[src/rtl/vlcfg_pkg.sv]
package vlcfg_pkg;
  localparam int LEN_W   = 7;
  localparam int XLEN    = 64;
  localparam int STATE_W = 64;
  localparam int LEN_MAX = (1 << LEN_W) - 1;

  typedef struct packed {
    logic [LEN_W-1:0] len;
    logic             sat;
  } len_pick_t;

  // immediate length: value plus one, wrapping in the field width
  function automatic logic [LEN_W-1:0] imm_len(input logic [LEN_W-1:0] v);
    return v + LEN_W'(1);
  endfunction

  // squeeze a wide value into the length field, flagging saturation
  function automatic len_pick_t squeeze(input logic [XLEN-1:0] v);
    len_pick_t r;
    if (v[XLEN-1:LEN_W] != '0) begin
      r.len = LEN_W'(LEN_MAX);
      r.sat = 1'b1;
    end else begin
      r.len = v[LEN_W-1:0];
      r.sat = 1'b0;
    end
    return r;
  endfunction

  function automatic logic [XLEN-1:0] zext(input logic [LEN_W-1:0] v);
    return {{(XLEN-LEN_W){1'b0}}, v};
  endfunction
endpackage

[src/rtl/vlcfg_vl_select.sv]
module vlcfg_vl_select
  import vlcfg_pkg::*;
(
  input  logic             set_vl,
  input  logic             src_is_zero,
  input  logic             dst_is_zero,
  input  logic [XLEN-1:0]  src_val,
  input  logic [XLEN-1:0]  ctr_val,
  input  logic [LEN_W-1:0] imm_length,
  input  logic [LEN_W-1:0] cur_vl,
  input  logic [LEN_W-1:0] new_mvl,
  output logic [LEN_W-1:0] vl_out,
  output logic             sat_evt,
  output logic             clamp_evt
);
  len_pick_t from_src, from_ctr;
  logic [LEN_W-1:0] cand;

  assign from_src = squeeze(src_val);
  assign from_ctr = squeeze(ctr_val);

  always_comb begin
    cand    = cur_vl;
    sat_evt = 1'b0;
    if (set_vl) begin
      if (!src_is_zero) begin
        cand    = from_src.len;
        sat_evt = from_src.sat;
      end else if (dst_is_zero) begin
        cand    = imm_length;
      end else begin
        cand    = from_ctr.len;
        sat_evt = from_ctr.sat;
      end
    end
  end

  assign clamp_evt = cand > new_mvl;
  assign vl_out    = clamp_evt ? new_mvl : cand;
endmodule

[src/rtl/vlcfg_state_reg.sv]
module vlcfg_state_reg
  import vlcfg_pkg::*;
(
  input  logic               clk,
  input  logic               rst,
  input  logic               wr_len,
  input  logic               wr_mode,
  input  logic [LEN_W-1:0]   mvl_d,
  input  logic [LEN_W-1:0]   vl_d,
  input  logic               vf_d,
  output logic [STATE_W-1:0] word_q,
  output logic [LEN_W-1:0]   mvl_q,
  output logic [LEN_W-1:0]   vl_q,
  output logic               vf_q,
  output logic               persist_q
);
  // MSB-0 field positions mapped onto LSB-0 indices
  localparam int MVL_HI  = STATE_W - 1;
  localparam int MVL_LO  = STATE_W - LEN_W;
  localparam int VL_HI   = MVL_LO - 1;
  localparam int VL_LO   = MVL_LO - LEN_W;
  localparam int PER_BIT = 1;
  localparam int VF_BIT  = 0;

  always_ff @(posedge clk) begin
    if (rst) begin
      word_q <= '0;
    end else begin
      if (wr_len) begin
        word_q[MVL_HI:MVL_LO] <= mvl_d;
        word_q[VL_HI:VL_LO]   <= vl_d;
      end
      if (wr_mode) begin
        word_q[VF_BIT]  <= vf_d;
        word_q[PER_BIT] <= 1'b0;
      end
    end
  end

  assign mvl_q     = word_q[MVL_HI:MVL_LO];
  assign vl_q      = word_q[VL_HI:VL_LO];
  assign vf_q      = word_q[VF_BIT];
  assign persist_q = word_q[PER_BIT];
endmodule

[src/rtl/vlcfg_unit.sv]
module vlcfg_unit
  import vlcfg_pkg::*;
(
  input  logic               clk,
  input  logic               rst,
  input  logic               op_valid,
  input  logic [LEN_W-1:0]   imm,
  input  logic [XLEN-1:0]    src_val,
  input  logic               src_is_zero,
  input  logic               dst_is_zero,
  input  logic [XLEN-1:0]    ctr_val,
  input  logic               mode_vf,
  input  logic               mode_vs,
  input  logic               mode_ms,
  input  logic [LEN_W-1:0]   step_in,
  output logic [STATE_W-1:0] state_o,
  output logic [LEN_W-1:0]   mvl_o,
  output logic [LEN_W-1:0]   vl_o,
  output logic               vf_o,
  output logic               persist_o,
  output logic               ovf_o,
  output logic               dst_we_o,
  output logic [XLEN-1:0]    dst_data_o
);
  // named internal events, visible to the bound checker
  logic             is_query;
  logic             cfg_op;
  logic             mode_wr;
  logic             sat_evt;
  logic             clamp_evt;
  logic [LEN_W-1:0] imm_length;
  logic [LEN_W-1:0] mvl_next;
  logic [LEN_W-1:0] vl_next;

  assign is_query   = mode_vf & ~mode_vs & ~mode_ms;
  assign cfg_op     = op_valid & ~is_query;
  assign mode_wr    = cfg_op & (mode_vs | mode_ms);
  assign imm_length = imm_len(imm);
  assign mvl_next   = mode_ms ? imm_length : mvl_o;

  vlcfg_vl_select u_sel (
    .set_vl      (mode_vs),
    .src_is_zero (src_is_zero),
    .dst_is_zero (dst_is_zero),
    .src_val     (src_val),
    .ctr_val     (ctr_val),
    .imm_length  (imm_length),
    .cur_vl      (vl_o),
    .new_mvl     (mvl_next),
    .vl_out      (vl_next),
    .sat_evt     (sat_evt),
    .clamp_evt   (clamp_evt)
  );

  vlcfg_state_reg u_state (
    .clk       (clk),
    .rst       (rst),
    .wr_len    (cfg_op),
    .wr_mode   (mode_wr),
    .mvl_d     (mvl_next),
    .vl_d      (vl_next),
    .vf_d      (mode_vf),
    .word_q    (state_o),
    .mvl_q     (mvl_o),
    .vl_q      (vl_o),
    .vf_q      (vf_o),
    .persist_q (persist_o)
  );

  always_ff @(posedge clk) begin
    if (rst) begin
      ovf_o      <= 1'b0;
      dst_we_o   <= 1'b0;
      dst_data_o <= '0;
    end else begin
      ovf_o    <= cfg_op & (sat_evt | clamp_evt);
      dst_we_o <= op_valid & ~dst_is_zero;
      if (op_valid && !dst_is_zero)
        dst_data_o <= is_query ? zext(step_in) : zext(vl_next);
    end
  end
endmodule

[config.mk]
export PLATFORM = sky130hd
export DESIGN_NAME = vlcfg_unit
export DESIGN_NICKNAME = d
export VERILOG_FILES = /design/src/rtl/vlcfg_pkg.sv /design/src/rtl/vlcfg_vl_select.sv /design/src/rtl/vlcfg_state_reg.sv /design/src/rtl/vlcfg_unit.sv
export SDC_FILE = /design/constraint.sdc
export NUM_CORES = 1
export LEC_CHECK = 0
export BUFFER_PORTS_ARGS = -buffer_cell sky130_fd_sc_hd__buf_4
export CAP_MARGIN = 20
export CORE_AREA = 2 2 115 117
export DETAILED_ROUTE_END_ITERATION = 16
export DIE_AREA = 0 0 117 119
export GPL_TIMING_DRIVEN = 0
export PLACE_DENSITY_LB_ADDON = 0.12
export REMOVE_ABC_BUFFERS = 1
export SKIP_CTS_REPAIR_TIMING = 1
export SYNTH_ARGS = -nofsm -noshare
export SYNTH_HDL_FRONTEND = slang
export SYNTH_HIERARCHICAL = 1
export SYNTH_SLANG_ARGS = --single-unit
[constraint.sdc]
create_clock -name clk -period 5.9 [get_ports clk]
set_input_delay 1.18 -clock clk [delete_from_list [all_inputs] [get_ports clk]]
set_output_delay 1.18 -clock clk [all_outputs]
set_load 0.01 [all_outputs]
; After elaboration in Yosys (flattened, before gate mapping)
; Index checks and enable logic that the tools add are counted.
[totals]
regBits = 81
input_bits = 150
output_inout_bits = 146
word_cells = 34
[op_classes]
add_sub_neg = 1
n_lt_le_gt_ge = 1
muxes = 11
n_bitwise = 12
reduce_logical = 4
[op_table]
columns = operator, count
row1 = 57-bit nonzero test, 2
row2 = 7-bit two-way mux, 6
row3 = 8-bit two-way mux, 2
row4 = 7-bit by 1-bit adder with 7-bit output (second input constant), 1
row5 = 7-bit > comparator, 1
row6 = 1-bit AND, 6
row7 = 1-bit NOT, 4
row8 = 1-bit two-way mux, 3
row9 = 1-bit OR, 2
row10 = 1-bit logical AND, 1
row11 = 1-bit zero test, 1

; Logic depth before layout (Yosys ltp)
[depth]
depth_word = 8
ltp_mapped = 17

; Hierarchy
; The synthesis kept the hierarchy.
[by_module_without_submodules]
columns = module, n_inst, cells_per_inst, area_each_um2, seq_area_each_um2
row1 = vlcfg_state_reg, 1, 114, 1034.7, 300.3
row2 = vlcfg_unit, 1, 131, 999.7, 180.2
row3 = vlcfg_vl_select, 1, 126, 757.0, 0.0

; Least setup slack after synthesis
; Ideal clock, no wire load.
[synth_path]
kind = input to register
from = in ctr_val[9]
to = reg dst_data_o[5]
arrival_ps = 4506
path_slack_ps = 1303
stages = 17
path_buffers = 2
cell_sequence = nor4_1 -> nand4_1 -> or2_1 -> or4_1 -> buf_2 -> o21ai_0 -> a21oi_1 -> ha_1 -> a21oi_1 -> o21ai_0 -> a21oi_1 -> a41o_1 -> buf_1 -> nor2_1 -> a221oi_1 -> nand2_1 -> a311oi_1
[synth_between]
elab_chain_len = 8
[synth_lines]
columns = item, line_no
row1 = from (decl), vlcfg_unit.sv:11  ; input logic [XLEN-1:0] ctr_val,
row2 = 57-bit nonzero test (*), vlcfg_pkg.sv:20  ; if (v[XLEN-1:LEN_W] != '0) begin
row3 = 8-bit two-way mux (*), vlcfg_pkg.sv:20
row4 = 7-bit two-way mux (*), vlcfg_vl_select.sv:29  ; end else if (dst_is_zero) begin
row5 = 7-bit two-way mux (*), vlcfg_vl_select.sv:26  ; if (!src_is_zero) begin
row6 = 7-bit two-way mux (*), vlcfg_vl_select.sv:25  ; if (set_vl) begin
row7 = 7-bit > comparator, vlcfg_vl_select.sv:38  ; assign clamp_evt = cand > new_mvl;
row8 = 7-bit two-way mux (*), vlcfg_vl_select.sv:39  ; assign vl_out = clamp_evt ? new_mvl : cand;
row9 = via vl_next[5], vlcfg_unit.sv:33  ; logic [LEN_W-1:0] vl_next;
row10 = 7-bit two-way mux (*), vlcfg_unit.sv:79  ; dst_data_o <= is_query ? zext(step_in) : zext(vl_next);
row11 = to (signal assigned), vlcfg_unit.sv:79
row12 = to (decl), vlcfg_unit.sv:23  ; output logic [XLEN-1:0] dst_data_o
; The timed path passes the listed nets; every way through them passes the cells marked *.
; A chain may end at the register's enable or synchronous reset.

; Worst setup path in the final report
[layout_path]
from = in ctr_val[8]
to = reg dst_data_o[2]
; Same word-level chain as after synthesis.

==> qor.yml <==
row_count: 42
crit_fanout: 14
maxCapViolations: 0
boundaryPins: 296
fp.dieH_um: 119
synthSimpleGateAreaFrac_pct: 21.2
syn_inst: 371
start_kind: "primary input"
critPathCaptureType: "register"
yosys.cell_types.count: 43
port_buffers: 188
grt_pass1_vias: 2675
globalRouteOverflowTotal: 0
clk-insertion-delay-late_ps: 260
core_um2: 12900
path_cells: "buf_4 -> nor4_1 -> nand4_1 -> or2_1 -> or4_1 -> o21ai_0 -> a21oi_1 -> ha_1 -> nand2_1 -> o21ai_0 -> a21oi_1 -> a41o_1 -> and2_1 -> a221oi_1 -> nand2_1 -> a311oi_1"
synthTopCellsByArea: "buf_4 (33%), dfxtp_1 (17%), nor4_1 (5.8%)"
synth_xor_area_share_pct: 0.941
syn2layout_area_growth_pct: 40.9
p_total_mw: 0.688
rr_startpoint: "u_state/word_q[63]"
cts_buffers: 3
drt_first_pass_iters: 4
drt-total-wl_um: 10200
min-delay-start: "dst_data_o[2]"
hp-class: "register to register"
fmax_mhz: 192
required_ps: 6080
die_x_um: 117
finalCriticalPeriod_ps: 5210
num_vias: 2795
cpMaxStageDelayCell: "or4_1"
post_synth.cell_area_avg_um2: 7.52
drv_slew: 0
vias_per_cell: 3.93
cts_sinks: 24
clk_pin_slew_ps: 70
synth_ff_type: "dfxtp_1"
cts_tree: "yes"
slowest_delay_ps: 690
synth-edff-count: 0
htree_levels: 1
place_inst: 706
status: "finished, final reports clean"
seq_area_frac_synth_pct: 17.2
place.gp.congestion: 0.780
synth-seq-cells: 24
antenna_found_initial: 1
crit_family: "compound AO/OA/AOI/OAI gates"
min_period_over_period_pct: 88.3
drc: 0
synth_top_family_by_area: "buffers and inverters"
dp_hpwl_um: 8930
nFillCells: 1459
start_util_pct: 21.7
multiInputGateArea_um2: 1670
cts-root-buf: "clkbuf_16"
regArea_um2: 480
drtAntennaViolNets: 0
yosys.area.top_type: "buf_4"
skew_ps: 3.58
final_nets: 693
synth_adder_area_share_pct: 3.59
grt_max_degree: 25
setup-tns-final_ps: 0
p_leak_nw: 1.99
grt_pass1_wl_um: 14200
synth.area.mux_share_pct: 7.40
synth_async_sr_flop_share_pct: 0
synth_area_um2: 2790
p_per_area_nw_per_um2: 175
fin_cells: 711
crit_buf_inv: 1
synth_compound_area_share_pct: 12.4
worstPathArrival_ps: 5390
final_layout_size_suffix_gt1_share_pct: 37.5
worst_pin_slew_ps: 539
drt_iter0_markers: 97
synth_top_area_share_pct: 32.8
utilization_pct: 30.6
worst-setup-path-type: "primary input to register"
clockBufferDepth: 2
yosys_warnings: 6
r2r_slack_ps: 2890
hold_violations: 0
grt.total_usage_pct: 13.5
die_area_um2: 13900
max_slew_margin_pct: 63.9
finalSetupViolCount: 0
cp-startpoint: "ctr_val[8]"
wire_per_inst_um: 14.3
grt_setup_unrepaired: "false"
vdd_ir_drop_max_mv: 0.0998
## logic make-up (layout without fill, tap and decap cells)
family                   after synthesis  in the layout
XOR/XNOR                               3              3
AO/OA/AOI/OAI                         51             51
adder cells (fa/ha/maj)                8              8
flip-flops                            24             24
AND/OR/NAND/NOR                      118            118
other                                  2            108
multiplexers                          20             20
buffers and inverters                145            203
## stage by stage
stage               setup WS [ps]  hold WS, ps  instance area, um2
global route                  257          529                3930
finish                        689          503                3930
CTS                           719          507                3930
global placement              467          495                3830
floorplan                    1370          513                2190
detailed placement            453          497                3830
## Yosys cell counts (7+ instances only)
cell type    n
a311oi_1     7
a21oi_1     12
mux2i_1     15
buf_4      122
ha_1         8
o21ai_0     12
nor2_1      41
nor4_1      26
nand2_1     23
inv_1       11
dfxtp_1     24
## layer usage
layer | GRT usage, % | routed length (um)
met5 | 0 | 0
met4 | 1.69 | 48
met3 | 2.44 | 758
met2 | 25.9 | 5360
met1 | 15.5 | 4020
## cell type report
class	count	area share, %
multi-input combinational	307	42.5
clock buffer	3	1.91
clock inverter	1	0.763
antenna	1	0.0636
inverter	11	1.05
sequential	24	12.2
timing repair buffer	188	35.9
tap	176	5.60
## where the power goes
| part | leakage [nW] | internal [mW] | total [mW] | switching, mW |
|---|---|---|---|---|
| Sequential | 0.197 | 0.177 | 0.192 | 0.0147 |
| Combinational | 1.74 | 0.146 | 0.298 | 0.152 |
| Clock | 0.0511 | 0.135 | 0.198 | 0.0630 |
## placed cells by master (no fill, tap or decap), types with 2 or more instances in the layout
master / n
nor2_1: 41
a31oi_1: 3
a311oi_1: 7
clkbuf_16: 3
inv_1: 11
o22a_1: 6
o21ai_0: 12
and2_1: 2
xnor2_1: 2
conb_1: 107
ha_1: 8
nand2_1: 23
mux2i_1: 15
a221oi_1: 5
nor4_1: 26
nor3_1: 3
o21a_1: 3
nand3_1: 4
mux2_2: 5
or3_1: 2
nand4_1: 6
dfxtp_1: 24
buf_4: 188
a21oi_1: 12
## sequential cells by signal, summed over array words and instances (netlist names)
register,flops
u_state/word_q,15
dst_data_o,7
ovf_o,1
dst_we_o,1
## final timing paths
| kind | endpoint | cells after the start |
|---|---|---|
| min | dst_data_o[2] | 2 |
| max | dst_data_o[2] | 16 |
| max reg2reg | dst_data_o[2] | 12 |
| min reg2reg | dst_data_o[2] | 2 |
## worst min-delay path: stages, from the launching register on
cell,delay (ps)
dfxtp_1,310
nor2_1,100
a311oi_1,50
No activity file was read; power rests on OpenSTA's default activity.
